`src/rtl/uart_regfile_pkg.sv`:
```
package uart_regfile_pkg;

  // Register selected by the current bus address
  typedef enum logic [3:0] {
    SEL_NONE, SEL_DATA, SEL_FLAGS, SEL_LPDIV, SEL_IDIV, SEL_FDIV,
    SEL_LCTL, SEL_CTRL, SEL_FLVL, SEL_MASK, SEL_RAW, SEL_MSTAT,
    SEL_CLR, SEL_DMA, SEL_ID
  } reg_sel_e;

  // Word indices (address bits [11:2])
  localparam int unsigned WIDX_DATA  = 0;
  localparam int unsigned WIDX_FLAGS = 6;
  localparam int unsigned WIDX_LPDIV = 8;
  localparam int unsigned WIDX_IDIV  = 9;
  localparam int unsigned WIDX_FDIV  = 10;
  localparam int unsigned WIDX_LCTL  = 11;
  localparam int unsigned WIDX_CTRL  = 12;
  localparam int unsigned WIDX_FLVL  = 13;
  localparam int unsigned WIDX_MASK  = 14;
  localparam int unsigned WIDX_RAW   = 15;
  localparam int unsigned WIDX_MSTAT = 16;
  localparam int unsigned WIDX_CLR   = 17;
  localparam int unsigned WIDX_DMA   = 18;

  // Interrupt bit positions in raw/mask/masked status
  localparam int unsigned TX_IRQ_BIT = 5;
  localparam int unsigned RX_IRQ_BIT = 4;

  // Identification byte for ID word n (n = 0 at the lowest ID address)
  function automatic logic [7:0] id_byte(input logic [2:0] n);
    case (n)
      3'd0:    id_byte = 8'h11;
      3'd1:    id_byte = 8'h10;
      3'd2:    id_byte = 8'h14;
      3'd3:    id_byte = 8'h00;
      3'd4:    id_byte = 8'h0D;
      3'd5:    id_byte = 8'hF0;
      3'd6:    id_byte = 8'h05;
      default: id_byte = 8'hB1;
    endcase
  endfunction

  function automatic int unsigned max2(input int unsigned a, input int unsigned b);
    max2 = (a > b) ? a : b;
  endfunction

endpackage

```
`src/rtl/uart_addr_dec.sv`:
```
module uart_addr_dec
  import uart_regfile_pkg::*;
#(
  parameter int unsigned WORD_W = 10
) (
  input  logic [WORD_W-1:0] word,
  output reg_sel_e          sel,
  output logic [2:0]        id_idx
);

  logic in_id_region;

  // Top eight words of the window form the ID region
  assign in_id_region = &word[WORD_W-1:3];
  assign id_idx       = word[2:0];

  always_comb begin
    sel = SEL_NONE;
    if (in_id_region) begin
      sel = SEL_ID;
    end else begin
      case (int'(word))
        WIDX_DATA:  sel = SEL_DATA;
        WIDX_FLAGS: sel = SEL_FLAGS;
        WIDX_LPDIV: sel = SEL_LPDIV;
        WIDX_IDIV:  sel = SEL_IDIV;
        WIDX_FDIV:  sel = SEL_FDIV;
        WIDX_LCTL:  sel = SEL_LCTL;
        WIDX_CTRL:  sel = SEL_CTRL;
        WIDX_FLVL:  sel = SEL_FLVL;
        WIDX_MASK:  sel = SEL_MASK;
        WIDX_RAW:   sel = SEL_RAW;
        WIDX_MSTAT: sel = SEL_MSTAT;
        WIDX_CLR:   sel = SEL_CLR;
        WIDX_DMA:   sel = SEL_DMA;
        default:    sel = SEL_NONE;
      endcase
    end
  end

endmodule

```
`src/rtl/uart_cfg_regs.sv`:
```
module uart_cfg_regs
  import uart_regfile_pkg::*;
#(
  parameter int unsigned LPDIV_W  = 8,
  parameter int unsigned IDIV_W   = 16,
  parameter int unsigned FDIV_W   = 6,
  parameter int unsigned LCTL_W   = 8,
  parameter int unsigned CTRL_W   = 16,
  parameter int unsigned FLVL_W   = 6,
  parameter int unsigned DMA_W    = 3,
  parameter int unsigned CFG_W    = 16,
  parameter logic [CTRL_W-1:0] CTRL_RST = CTRL_W'(16'h0300),
  parameter logic [FLVL_W-1:0] FLVL_RST = FLVL_W'(6'h12)
) (
  input  logic              clk,
  input  logic              rst,
  input  logic              wr_en,
  input  reg_sel_e          sel,
  input  logic [CFG_W-1:0]  wdata,
  output logic [LPDIV_W-1:0] lpdiv_q,
  output logic [IDIV_W-1:0]  idiv_q,
  output logic [FDIV_W-1:0]  fdiv_q,
  output logic [LCTL_W-1:0]  lctl_q,
  output logic [CTRL_W-1:0]  ctrl_q,
  output logic [FLVL_W-1:0]  flvl_q,
  output logic [DMA_W-1:0]   dma_q
);

  always_ff @(posedge clk) begin
    if (rst) begin
      lpdiv_q <= '0;
      idiv_q  <= '0;
      fdiv_q  <= '0;
      lctl_q  <= '0;
      ctrl_q  <= CTRL_RST;
      flvl_q  <= FLVL_RST;
      dma_q   <= '0;
    end else if (wr_en) begin
      case (sel)
        SEL_LPDIV: lpdiv_q <= wdata[LPDIV_W-1:0];
        SEL_IDIV:  idiv_q  <= wdata[IDIV_W-1:0];
        SEL_FDIV:  fdiv_q  <= wdata[FDIV_W-1:0];
        SEL_LCTL:  lctl_q  <= wdata[LCTL_W-1:0];
        SEL_CTRL:  ctrl_q  <= wdata[CTRL_W-1:0];
        SEL_FLVL:  flvl_q  <= wdata[FLVL_W-1:0];
        // DMA enables are held only; no request logic exists
        SEL_DMA:   dma_q   <= wdata[DMA_W-1:0];
        default: ;
      endcase
    end
  end

endmodule

```
`src/rtl/uart_irq_ctrl.sv`:
```
module uart_irq_ctrl
  import uart_regfile_pkg::*;
#(
  parameter int unsigned IRQ_W = 11
) (
  input  logic             clk,
  input  logic             rst,
  input  logic             tx_set,
  input  logic             rx_set,
  input  logic             clr_en,
  input  logic [IRQ_W-1:0] clr_bits,
  input  logic             mask_wr,
  input  logic [IRQ_W-1:0] mask_val,
  output logic [IRQ_W-1:0] raw_q,
  output logic [IRQ_W-1:0] mask_q,
  output logic             irq_q
);

  logic [IRQ_W-1:0] raw_next;
  logic [IRQ_W-1:0] mask_next;

  // Clear first, then new events, so an event in the clear cycle survives
  always_comb begin
    raw_next = raw_q;
    if (clr_en) raw_next = raw_next & ~clr_bits;
    if (tx_set) raw_next[TX_IRQ_BIT] = 1'b1;
    if (rx_set) raw_next[RX_IRQ_BIT] = 1'b1;
  end

  assign mask_next = mask_wr ? mask_val : mask_q;

  always_ff @(posedge clk) begin
    if (rst) begin
      raw_q  <= '0;
      mask_q <= '0;
      irq_q  <= 1'b0;
    end else begin
      raw_q  <= raw_next;
      mask_q <= mask_next;
      irq_q  <= |(raw_next & mask_next);
    end
  end

endmodule

```
`src/rtl/uart_rd_mux.sv`:
```
module uart_rd_mux
  import uart_regfile_pkg::*;
#(
  parameter int unsigned DATA_W  = 32,
  parameter int unsigned LPDIV_W = 8,
  parameter int unsigned IDIV_W  = 16,
  parameter int unsigned FDIV_W  = 6,
  parameter int unsigned LCTL_W  = 8,
  parameter int unsigned CTRL_W  = 16,
  parameter int unsigned FLVL_W  = 6,
  parameter int unsigned DMA_W   = 3,
  parameter int unsigned IRQ_W   = 11,
  parameter logic [7:0]  FLAGS_VAL = 8'h90
) (
  input  reg_sel_e           sel,
  input  logic [2:0]         id_idx,
  input  logic [LPDIV_W-1:0] lpdiv,
  input  logic [IDIV_W-1:0]  idiv,
  input  logic [FDIV_W-1:0]  fdiv,
  input  logic [LCTL_W-1:0]  lctl,
  input  logic [CTRL_W-1:0]  ctrl,
  input  logic [FLVL_W-1:0]  flvl,
  input  logic [DMA_W-1:0]   dma,
  input  logic [IRQ_W-1:0]   raw,
  input  logic [IRQ_W-1:0]   mask,
  output logic [DATA_W-1:0]  rdata
);

  always_comb begin
    case (sel)
      SEL_FLAGS: rdata = DATA_W'(FLAGS_VAL);
      SEL_LPDIV: rdata = DATA_W'(lpdiv);
      SEL_IDIV:  rdata = DATA_W'(idiv);
      SEL_FDIV:  rdata = DATA_W'(fdiv);
      SEL_LCTL:  rdata = DATA_W'(lctl);
      SEL_CTRL:  rdata = DATA_W'(ctrl);
      SEL_FLVL:  rdata = DATA_W'(flvl);
      SEL_MASK:  rdata = DATA_W'(mask);
      SEL_RAW:   rdata = DATA_W'(raw);
      SEL_MSTAT: rdata = DATA_W'(raw & mask);
      SEL_DMA:   rdata = DATA_W'(dma);
      SEL_ID:    rdata = DATA_W'(id_byte(id_idx));
      default:   rdata = '0;
    endcase
  end

endmodule

```
`src/rtl/uart_regfile.sv`:
```
module uart_regfile
  import uart_regfile_pkg::*;
#(
  parameter int unsigned ADDR_W  = 12,
  parameter int unsigned DATA_W  = 32,
  parameter int unsigned LPDIV_W = 8,
  parameter int unsigned IDIV_W  = 16,
  parameter int unsigned FDIV_W  = 6,
  parameter int unsigned LCTL_W  = 8,
  parameter int unsigned CTRL_W  = 16,
  parameter int unsigned FLVL_W  = 6,
  parameter int unsigned DMA_W   = 3,
  parameter int unsigned IRQ_W   = 11,
  parameter logic [7:0]  FLAGS_VAL = 8'h90
) (
  input  logic              clk,
  input  logic              rst,
  input  logic              bus_sel,
  input  logic              bus_write,
  input  logic [ADDR_W-1:0] bus_addr,
  input  logic [DATA_W-1:0] bus_wdata,
  input  logic              rx_irq_set,
  output logic [DATA_W-1:0] bus_rdata,
  output logic              bus_rvalid,
  output logic [7:0]        tx_byte,
  output logic              tx_valid,
  output logic              irq
);

  localparam int unsigned WORD_W = ADDR_W - 2;
  localparam int unsigned CFG_W  =
    max2(max2(max2(LPDIV_W, IDIV_W), max2(FDIV_W, LCTL_W)),
         max2(max2(CTRL_W, FLVL_W), DMA_W));

  reg_sel_e          sel;
  logic [2:0]        id_idx;
  logic              wr_en, rd_en;
  logic              tx_wr, clr_en, mask_wr;
  logic [DATA_W-1:0] rd_mux;

  logic [LPDIV_W-1:0] lpdiv_q;
  logic [IDIV_W-1:0]  idiv_q;
  logic [FDIV_W-1:0]  fdiv_q;
  logic [LCTL_W-1:0]  lctl_q;
  logic [CTRL_W-1:0]  ctrl_q;
  logic [FLVL_W-1:0]  flvl_q;
  logic [DMA_W-1:0]   dma_q;
  logic [IRQ_W-1:0]   irq_raw;
  logic [IRQ_W-1:0]   irq_mask;

  // Byte lanes and upper data bits beyond the fields carry no meaning
  logic unused_bus_bits;
  assign unused_bus_bits = ^{bus_wdata, bus_addr[1:0]};

  assign wr_en   = bus_sel & bus_write;
  assign rd_en   = bus_sel & ~bus_write;
  assign tx_wr   = wr_en && (sel == SEL_DATA);
  assign clr_en  = wr_en && (sel == SEL_CLR);
  assign mask_wr = wr_en && (sel == SEL_MASK);

  uart_addr_dec #(.WORD_W(WORD_W)) u_dec (
    .word   (bus_addr[ADDR_W-1:2]),
    .sel    (sel),
    .id_idx (id_idx)
  );

  uart_cfg_regs #(
    .LPDIV_W(LPDIV_W), .IDIV_W(IDIV_W), .FDIV_W(FDIV_W), .LCTL_W(LCTL_W),
    .CTRL_W(CTRL_W), .FLVL_W(FLVL_W), .DMA_W(DMA_W), .CFG_W(CFG_W)
  ) u_cfg (
    .clk     (clk),
    .rst     (rst),
    .wr_en   (wr_en),
    .sel     (sel),
    .wdata   (bus_wdata[CFG_W-1:0]),
    .lpdiv_q (lpdiv_q),
    .idiv_q  (idiv_q),
    .fdiv_q  (fdiv_q),
    .lctl_q  (lctl_q),
    .ctrl_q  (ctrl_q),
    .flvl_q  (flvl_q),
    .dma_q   (dma_q)
  );

  uart_irq_ctrl #(.IRQ_W(IRQ_W)) u_irq (
    .clk      (clk),
    .rst      (rst),
    .tx_set   (tx_wr),
    .rx_set   (rx_irq_set),
    .clr_en   (clr_en),
    .clr_bits (bus_wdata[IRQ_W-1:0]),
    .mask_wr  (mask_wr),
    .mask_val (bus_wdata[IRQ_W-1:0]),
    .raw_q    (irq_raw),
    .mask_q   (irq_mask),
    .irq_q    (irq)
  );

  uart_rd_mux #(
    .DATA_W(DATA_W), .LPDIV_W(LPDIV_W), .IDIV_W(IDIV_W), .FDIV_W(FDIV_W),
    .LCTL_W(LCTL_W), .CTRL_W(CTRL_W), .FLVL_W(FLVL_W), .DMA_W(DMA_W),
    .IRQ_W(IRQ_W), .FLAGS_VAL(FLAGS_VAL)
  ) u_rd (
    .sel    (sel),
    .id_idx (id_idx),
    .lpdiv  (lpdiv_q),
    .idiv   (idiv_q),
    .fdiv   (fdiv_q),
    .lctl   (lctl_q),
    .ctrl   (ctrl_q),
    .flvl   (flvl_q),
    .dma    (dma_q),
    .raw    (irq_raw),
    .mask   (irq_mask),
    .rdata  (rd_mux)
  );

  always_ff @(posedge clk) begin
    if (rst) begin
      bus_rdata  <= '0;
      bus_rvalid <= 1'b0;
      tx_byte    <= '0;
      tx_valid   <= 1'b0;
    end else begin
      bus_rvalid <= rd_en;
      if (rd_en) bus_rdata <= rd_mux;
      tx_valid <= tx_wr;
      if (tx_wr) tx_byte <= bus_wdata[7:0];
    end
  end

endmodule

```
`config.mk`:
```
export PLATFORM = sky130hd
export DESIGN_NAME = uart_regfile
export DESIGN_NICKNAME = d
export VERILOG_FILES = /design/src/rtl/uart_regfile_pkg.sv /design/src/rtl/uart_addr_dec.sv /design/src/rtl/uart_cfg_regs.sv /design/src/rtl/uart_irq_ctrl.sv /design/src/rtl/uart_rd_mux.sv /design/src/rtl/uart_regfile.sv
export SDC_FILE = /design/constraint.sdc
export NUM_CORES = 1
export LEC_CHECK = 0
export ABC_AREA = 1
export BUFFER_PORTS_ARGS = -buffer_cell sky130_fd_sc_hd__buf_4
export CORE_MARGIN = 3
export CORE_UTILIZATION = 40
export CTS_BUF_LIST = sky130_fd_sc_hd__clkbuf_8
export DETAILED_ROUTE_END_ITERATION = 8
export GPL_ROUTABILITY_DRIVEN = 1
export PLACE_DENSITY = 0.62
export SLEW_MARGIN = 10
export SYNTH_ARGS = -nofsm -noshare
export SYNTH_HDL_FRONTEND = slang
export SYNTH_SLANG_ARGS = --single-unit
```
`constraint.sdc`:
```
create_clock -name clk -period 2.3 [get_ports clk]
set_input_delay 0.115 -clock clk [delete_from_list [all_inputs] [get_ports clk]]
set_output_delay 0.115 -clock clk [all_outputs]
set_load 0.05 [all_outputs]
```
# ---- After elaboration in Yosys (flattened, before gate mapping)
# Memory sizes are Yosys's and may differ from the RTL's.
# Cells that the tools add are included.
dict set report totals {
  mem_count 1
  reg_bits 128
  inputBits 49
  elab_cells 64
  romBits 128
  out_inout_bits 43
}
# name words width read_ports rd_clocked_by_memory_dff wr line
set memory_table {}
lappend memory_table {{(no name shown)} 32 4 1 0 0 uart_addr_dec.sv:22} ;# case (int'(word))
dict set report classes {
  bitwise 7
  n_eq_ne 20
  muxes 8
  reduce_logical 14
}
# cell count
set ops {}
lappend ops {{$pmux 32 s12} 1}
lappend ops {{$pmux 8 s7} 1}
lappend ops {{$and 11x11->11} 3}
lappend ops {{$eq 4x4->1 const B} 7}
lappend ops {{$mux 11} 2}
lappend ops {{$eq 4x3->1 const B} 4}
lappend ops {{$reduce_and 2->1} 7}
lappend ops {{$not 11->11} 1}
lappend ops {{$reduce_or 11->1} 1}
lappend ops {{$eq 3x3->1 const B} 3}
lappend ops {{$eq 4x2->1 const B} 2}
lappend ops {{$mux 4} 2}
lappend ops {{$reduce_and 7->1} 1}
lappend ops {{$eq 3x2->1 const B} 2}
lappend ops {{$logic_not 5->1} 1}
lappend ops {{$eq 4x1->1 const B} 1}
lappend ops {{$eq 3x1->1 const B} 1}
lappend ops {{$logic_and 1x1->1} 3}
lappend ops {{$logic_not 3->1} 1}
lappend ops {{$and 1x1->1} 2}
lappend ops {{$mux 1} 2}
lappend ops {{$not 1->1} 1}

# ---- Depth between registers and ports, before layout
# Gate-level depths: netlist of run 1.
dict set report logic_depth {
  depth_word 9
  ltp_mapped 18
  mapped_depth_nobuf 17
}

# ---- By module
# Synthesis of run 1 repeated with hierarchy kept, for this count alone.
dict set report hier_totals {
  cells_unflattened 1050
  area_unflattened_um2 6606.3
}
# module seq_area_each_um2 cells_per_inst area_per_inst_um2 n_inst
set by_module_without_submodules {}
lappend by_module_without_submodules {uart_cfg_regs 1261.2 371 2553.7 1}
lappend by_module_without_submodules {uart_regfile 840.8 223 1647.8 1}
lappend by_module_without_submodules {uart_rd_mux 0.0 262 1176.1 1}
lappend by_module_without_submodules {uart_irq_ctrl 460.4 140 950.9 1}
lappend by_module_without_submodules {uart_addr_dec 0.0 54 277.8 1}

# ---- Least setup slack after synthesis of run 1
# No wires, ideal clock.
dict set report synth_path {
  path_kind {input-to-reg}
  from {input bus_addr[2]}
  to {register u_cfg.ctrl_q[8]}
  arrival_time_ns 1.729
  path_stages 14
  path_slack_ns 0.436
  setup_time_ns 0.135
  path_buffers 1
  t_required_ns 2.165
  cell_sequence {inv_1 ha_1 inv_2 nand2_1 nand3_1 nand2_1 nand3_4 nor2_4 nand2_4 nor2_4 inv_2 buf_2 nand2_1 o211ai_1}
}
dict set report synth_between {
  elab_chain_len 5
}
# element line
set synth_rtl {}
lappend synth_rtl {{from (decl)} uart_regfile.sv:20} ;# input logic [ADDR_W-1:0] bus_addr,
lappend synth_rtl {{$mem_v2 32x4} n/a}
lappend synth_rtl {{$mux 4} uart_addr_dec.sv:22}
lappend synth_rtl {{$mux 4} uart_addr_dec.sv:19} ;# if (in_id_region) begin
lappend synth_rtl {{$eq 4x3->1} uart_cfg_regs.sv:39} ;# case (sel)
lappend synth_rtl {{$reduce_and 2->1 (no line)} n/a}
lappend synth_rtl {{to (signal assigned)} uart_cfg_regs.sv:44} ;# SEL_CTRL: ctrl_q <= wdata[CTRL_W-1:0];
lappend synth_rtl {{to (decl)} uart_cfg_regs.sv:24} ;# output logic [CTRL_W-1:0] ctrl_q,
# No other way between the ends.
# A chain may end at the register's enable or synchronous reset.

# ---- Worst setup path after layout of run 1
dict set report layout_path {
  from {input bus_addr[3]}
  to {register bus_rdata[0]}
}
dict set report layout_between {
  elab_chain_len 5
  elab_cells_between_ends 24
  classes_between {18 x eq/ne; 4 x mux; 1 x reduce/logical; 1 x memory}
}
# element line
set layout_rtl {}
lappend layout_rtl {{$mem_v2 32x4} n/a}
lappend layout_rtl {{$mux 4} uart_addr_dec.sv:22}
lappend layout_rtl {{$mux 4} uart_addr_dec.sv:19}
lappend layout_rtl {{$eq 4x4->1, or another cell as far along} uart_rd_mux.sv:30} ;# case (sel)
lappend layout_rtl {{$pmux 32 s12 (*)} uart_rd_mux.sv:30}
lappend layout_rtl {{to (signal assigned)} uart_regfile.sv:126} ;# if (rd_en) bus_rdata <= rd_mux;
lappend layout_rtl {{to (decl)} uart_regfile.sv:23} ;# output logic [DATA_W-1:0] bus_rdata,
# Mark *: on every way between the ends. The rest lies on a longest branch, timed or not.

==> impl_metrics.yaml, run 1 <==
route:
  drt_wl_total_mm: 15.0
  route.detailed.drc: 0
  ant_nets: 0
  wire_per_inst_um: 15.1
  first_pass_iters: 5
  drt-initial-drc-count: 520
  via_per_inst: 5.15
  num_vias: 5125
placed_design:
  dpl.cell_count: 973
  io_buffers: 57
  gp_congestion: 0.869
  place_hpwl_mm: 11.1
worst_setup_path:
  cp.depth: 15
  startpoint_type: "primary input"
  path_buf_inv: 3
  critPathKind: "in2reg"
  critPathArrivalTime_ns: 2.24
  crit_path_end: "bus_rdata[0]"
  r2r-end: "bus_rdata[0]"
  cpMostUsedCell: "nand2_1"
  crit_path_start: "bus_addr[3]"
  cpLargestDelayFamily: "simple AND/OR/NAND/NOR gates"
  reg2reg_depth: 6
  cp_cell_sequence: "buf_4 -> inv_1 -> ha_1 -> inv_2 -> nand2_1 -> nand3_1 -> nand2_1 -> nand3_4 -> nor2_4 -> nand2_4 -> o21ai_0 -> nor2_1 -> nand3_1 -> nand2_1 -> a21oi_1"
  rrSetupSlack_ns: 1.10
  endpoint_kind: "flop"
  crit_required_ns: 2.62
  critPathSlowestCell: "o21ai_0"
  r2r_start: "u_cfg.ctrl_q[0]"
  worst-path-max-fanout: 6
  slowest_delay_ns: 0.35
pwr:
  clock_power_share_pct: 34.1
  cellPowerDensity_nw_per_um2: 529
  total_power_mw: 3.41
  comb_power_share_pct: 8.9
  p_sw_share_pct: 27.5
  vdd_drop_max_mv: 0.257
  pwr-share-seq_pct: 57.0
  p_leak_nw: 2.67
  switchingPower_uw: 936
  p_int_mw: 2.47
floorplanning:
  die_h_um: 123
  ios: 92
  start_util_pct: 41.1
  core_um2: 13300
  rows: 42
  dieArea_um2: 15200
  die_x_um: 123
logic_synthesis:
  synth_edf_count: 0
  synth_area_um2: 5490
  yosysSeqAreaShare_pct: 40.9
  ys_warn_count: 0
  syn_avg_cell_area_um2: 7.45
  ys_seq_elements: 112
  synth_cells: 736
  synthArstFlopShare_pct: 0
  synth_cell_type_count: 44
  ys.flop_type: "dfxtp_1"
grt:
  antenna_found_initial: 0
  grt_pass1_wl_mm: 24.0
  grt.met3_usage_pct: 3.29
  grt_use_met1_pct: 29.0
  grt_max_degree: 56
  grtUsageMet2_pct: 31.4
  grt_pass1_vias: 4751
  gr-total-overflow: 0
  track_usage_pct: 20.2
  grt-busiest-layer: "met2"
hold_path:
  hold_path.class: "in2reg"
  whs_path_depth: 3
sta:
  layout_min_cycle_time_ns: 1.92
  fin_tns_setup_ns: 0
  slew_violations: 0
  clock_skew_ns: 0.00839
  setup_violations: 0
  hold_viol: 0
  min_period_over_period_pct: 83.4
  fmax_mhz: 522
  hold_slack_ns: 0.0269
  rsz0062_at_grt: "false"
finish:
  layout-drive-gt1-share_pct: 20.5
  fin_nets: 868
  areaGrowthSynthToFinish_pct: 17.5
  finalNonFillerCells: 995
  n_antenna_cell: 0
  fillers: 1382
clock_tree:
  cts_setup_buffers: 0
  cts_max_level: 3
  numCtsBuffers: 9
  path_clk_slew_ns: 0.11
  cts_tree: "built"
  cts_resized: 0
  cts.sinks: 112
  clock_latency_ns: 0.38
  clockRootBuffer: "clkbuf_8"
  ctsHoldBuffers: 6
  cts_buffer_depth: 2
run_status:
  status: "complete, no violations"
job:
  drv_cap: 0
-- worst register-to-register path, delay by kind of cell, from the launching register on --
family	cells	cell delay [ns]
AO/OA/AOI/OAI	2	0.44
flip-flops	1	0.35
AND/OR/NAND/NOR	3	0.31
buffers and inverters	1	0.04
-- power groups by stage --
| stage | registers [mW] | logic (mW) | clock network, mW |
|---|---|---|---|
| 5_1_grt | 1.95 | 0.326 | 1.27 |
| 3_3_place_gp | 1.99 | 0.287 | 0 |
| 2_1_floorplan | 1.99 | 0.202 | 0 |
| 4_1_cts | 1.94 | 0.300 | 1.19 |
| 6_report | 1.94 | 0.302 | 1.16 |
| 3_5_place_dp | 1.99 | 0.292 | 0 |
-- registers in the layout (all words and copies together), names as in the netlist, 6 cells and up --
name and count:
u_cfg.flvl_q 6, u_cfg.lctl_q 8, u_cfg.idiv_q 16, bus_rdata 16, u_cfg.ctrl_q 16, tx_byte 8, u_cfg.fdiv_q 6, u_cfg.lpdiv_q 8
u_irq.raw_q 11, u_irq.mask_q 11
-- cells in the final DEF (no fill, tap or decap), types with 4 or more instances in the layout --
| master | instances |
|---|---|
| a211oi_1 | 14 |
| a21oi_1 | 78 |
| buf_4 | 91 |
| clkbuf_8 | 10 |
| clkinv_1 | 5 |
| conb_1 | 16 |
| dfxtp_1 | 112 |
| dlygate4sd3_1 | 6 |
| ha_1 | 5 |
| inv_1 | 39 |
| inv_2 | 16 |
| nand2_1 | 146 |
| nand2_2 | 7 |
| nand2_4 | 6 |
| nand3_1 | 52 |
| nand3_2 | 4 |
| nand4_1 | 9 |
| nor2_1 | 65 |
| nor2_4 | 8 |
| nor3_1 | 7 |
| o211ai_1 | 4 |
| o21ai_0 | 59 |
| o21ai_1 | 20 |
-- stage by stage --
stage / setup slack [ns] / utilization, % / instance area, um2
floorplan: 0.436 / - / 5540
global placement: 0.0957 / 46.4 / 6190
detailed placement: 0.0435 / 46.4 / 6190
CTS: 0.439 / 48.3 / 6440
global route: 0.200 / 48.3 / 6440
finish: 0.383 / 48.3 / 6440
-- area by class of cell --
| cell class | instances | area, um2 | area share (%) |
|---|---|---|---|
| Multi-Input combinational cell | 529 | 2740 | 42.5 |
| Sequential cell | 112 | 2240 | 34.8 |
| Clock buffer | 10 | 138 | 2.14 |
| Timing Repair Buffer | 100 | 803 | 12.5 |
| Tap cell | 176 | 220 | 3.42 |
| Clock inverter | 6 | 60.1 | 0.932 |
| Inverter | 62 | 240 | 3.73 |
-- synth_stat cells (4+ instances only) --
library cell / count / share of area (%)
a211oi_1: 14 / 1.9
a21oi_1: 78 / 7.1
buf_2: 6 / 0.55
buf_4: 23 / 3.1
buf_6: 6 / 1.2
clkbuf_1: 12 / 0.82
clkinv_1: 5 / 0.34
dfxtp_1: 112 / 41
ha_1: 5 / 1.1
inv_1: 39 / 2.7
inv_2: 16 / 1.1
nand2_1: 146 / 10
nand2_2: 7 / 0.80
nand2_4: 6 / 1.2
nand3_1: 52 / 4.7
nand3_2: 4 / 0.73
nand4_1: 9 / 1.0
nor2_1: 65 / 4.4
nor2_4: 8 / 1.6
nor3_1: 7 / 0.64
o211ai_1: 4 / 0.55
o21ai_0: 59 / 5.4
o21ai_1: 20 / 1.8
-- worst min-delay path by stage --
stage                   from  slack (ns)                to
4_1_cts         bus_wdata[5]       0.009   u_irq.mask_q[5]
2_1_floorplan  bus_wdata[10]        0.26  u_cfg.idiv_q[10]
6_report        bus_wdata[5]        0.03   u_irq.mask_q[5]
3_5_place_dp   bus_wdata[11]        0.37  u_cfg.idiv_q[11]
5_1_grt         bus_wdata[9]        0.03   u_cfg.idiv_q[9]
3_3_place_gp   bus_wdata[13]        0.36  u_cfg.idiv_q[13]
-- cell families (layout without fill, tap and decap cells) --
family | Yosys count | count (layout) | share of synthesized area (%)
fa+ha+maj | 5 | 5 | 1.14
other cells | 1 | 16 | 0.0683
flops | 112 | 112 | 40.9
buf+inv | 110 | 178 | 10.2
compound gates | 187 | 187 | 19.0
simple gates | 321 | 321 | 28.7
-- routing by layer --
layer	vias up	routed length (um)	part of all wire, %
met5	-	0	0
met1	2372	7110	47
li1	2579	-	-
met2	162	6730	45
met4	0	227	1.5
met3	12	924	6.2
Power figures use the tool's default switching activity.
==> inputs of run 2 (changes only) <==
==> constraint.sdc (replaced) <==
create_clock -name clk -period 1.9 [get_ports clk]
set_input_delay 0.095 -clock clk [delete_from_list [all_inputs] [get_ports clk]]
set_output_delay 0.095 -clock clk [all_outputs]
set_load 0.05 [all_outputs]
==> impl_metrics.yaml, run 2 (synthesis results as in run 1) <==
hold_path:
  hold_path.class: "in2reg"
  whs_path_depth: 4
  min-delay-start: "bus_wdata[4]"
  min_to: "u_irq.raw_q[4]"
grt:
  gr-total-overflow: 0
  track_usage_pct: 21.6
  grt_max_degree: 56
  grt_pass1_vias: 4974
  grt_pass1_wl_mm: 25.3
  antenna_found_initial: 0
finish:
  n_antenna_cell: 0
  final_common_cell: "nand2_1"
  areaGrowthSynthToFinish_pct: 25.6
  layout-drive-gt1-share_pct: 24.3
  most-common-layout-cells: "nand2_1, buf_4, dfxtp_1, a21oi_1, nor2_1"
  finalNonFillerCells: 1039
  reg.largest.list: "bus_rdata (16), u_cfg.ctrl_q (16), u_cfg.idiv_q (16)"
  fin_nets: 912
clock_tree:
  clock_latency_ns: 0.39
  cts_tree: "built"
  cts_max_level: 3
  cts_buffer_depth: 2
  numCtsBuffers: 9
  clockRootBuffer: "clkbuf_8"
  path_clk_slew_ns: 0.10
  cts.sinks: 112
floorplanning:
  start_util_pct: 41.1
  die_x_um: 123
  ios: 92
  rows: 42
  dieArea_um2: 15200
  die_h_um: 123
  core_um2: 13300
worst_setup_path:
  cpLargestDelayFamily: "buffers and inverters"
  slowest_delay_ns: 0.31
  cp_cell_sequence: "buf_4 -> clkinvlp_4 -> ha_4 -> inv_1 -> nand2_1 -> nand3_2 -> nand3_4 -> nand2_4 -> buf_12 -> nor2_4 -> nand2_4 -> buf_4 -> nor2_4 -> buf_12 -> o21ai_0 -> a21oi_1"
  startpoint_type: "primary input"
  r2r_start: "u_cfg.ctrl_q[0]"
  r2r-end: "bus_rdata[0]"
  path_buf_inv: 6
  reg2reg_depth: 7
  critPathArrivalTime_ns: 2.11
  crit_required_ns: 2.22
  rrSetupSlack_ns: 0.79
  critPathKind: "in2reg"
  endpoint_kind: "flop"
  critPathSlowestCell: "ha_4"
  worst-path-max-fanout: 21
sta:
  fin_tns_setup_ns: 0
  layout_min_cycle_time_ns: 1.79
  fmax_mhz: 559
  setup_violations: 0
  hold_viol: 0
  slew_violations: 0
  hold_slack_ns: 0.0392
  min_period_over_period_pct: 94.1
  clock_skew_ns: 0.00866
job:
  drv_cap: 0
route:
  num_vias: 5365
  drt-initial-drc-count: 464
  drt_wl_total_mm: 16.1
  route.detailed.drc: 0
  via_per_inst: 5.16
  wire_per_inst_um: 15.5
  first_pass_iters: 5
  ant_nets: 0
placed_design:
  io_buffers: 57
  gp_congestion: 1.00
  place_hpwl_mm: 12.0
  dpl.cell_count: 1003
run_status:
  status: "complete, no violations"
pwr:
  p_leak_nw: 2.89
  cellPowerDensity_nw_per_um2: 605
  total_power_mw: 4.17
  vdd_drop_max_mv: 0.490
-- run 2: changes by cell type in the layout (fill, tap and decap cells not counted), sizes merged --
cell,before,now
buf,94,130
clkbuf,10,11
inv,60,59
dlygate4sd3,6,14
-- run 2: metrics by stage --
step | area (um2) | setup slack (ns) | util, %
6_report | 6890 | 0.112 | 51.6
5_1_grt | 6890 | -0.0174 | 51.6
4_1_cts | 6750 | 0.0844 | 50.6
3_5_place_dp | 6420 | -0.326 | 48.1
3_3_place_gp | 6420 | -0.246 | 48.1
2_1_floorplan | 5540 | 0.0556 | -
-- run 2: routing by layer --
layer  wire length, um  vias to the layer above  part of all wire, %  global-route usage (%)
li1                  -                     2679                    -                       -
met1              7520                     2440                   47                    30.6
met2              6980                      214                   43                    32.3
met3              1240                       32                  7.7                    5.49
met4               370                        0                  2.3                    7.13
met5                 0                        -                    0                       0
-- run 2: how the worst max path moves through the flow --
stage                 endpoint  slack, ns  depth (start not counted)   startpoint
2_1_floorplan  u_cfg.ctrl_q[8]       0.06                         14  bus_addr[2]
3_3_place_gp       u_irq.irq_q      -0.25                         16  bus_addr[2]
3_5_place_dp      bus_rdata[0]      -0.33                         16  bus_addr[2]
4_1_cts           bus_rdata[0]       0.08                         16  bus_addr[2]
5_1_grt            u_irq.irq_q      -0.02                         18  bus_addr[2]
6_report       u_cfg.idiv_q[4]       0.11                         16  bus_addr[2]
-- run 2: power breakdown --
part	total (mW)	switching [mW]	leakage, nW	internal, mW
sequential	2.35	0.00310	0.902	2.35
clock	1.39	0.829	0.0982	0.559
combinational	0.425	0.284	1.89	0.142
-- run 2: area by class of cell --
type                       count  area, um2
clock inverter                 5       37.5
fill                        1303       6460
clock buffer                  11        151
timing repair buffer         144       1200
tap                          176        220
multi-input combinational    529       2790
inverter                      62        248
sequential                   112       2240
-- run 2: worst reg2reg max path, stage by stage, from the launching register on --
cell     delay, ns
dfxtp_1       0.36
inv_1         0.06
o21ai_0       0.16
buf_4         0.13
nor2_1        0.03
nand3_1       0.13
nand2_1       0.07
a21oi_1       0.11
-- run 2: timing repair --
item / in CTS / in global routing
setup buffers: 0 / 6
endpoints found under the setup margin: 0 / 32
gates resized for setup: 0 / 16
endpoints found under the hold margin: 24 / 0
hold buffers: 14 / 0
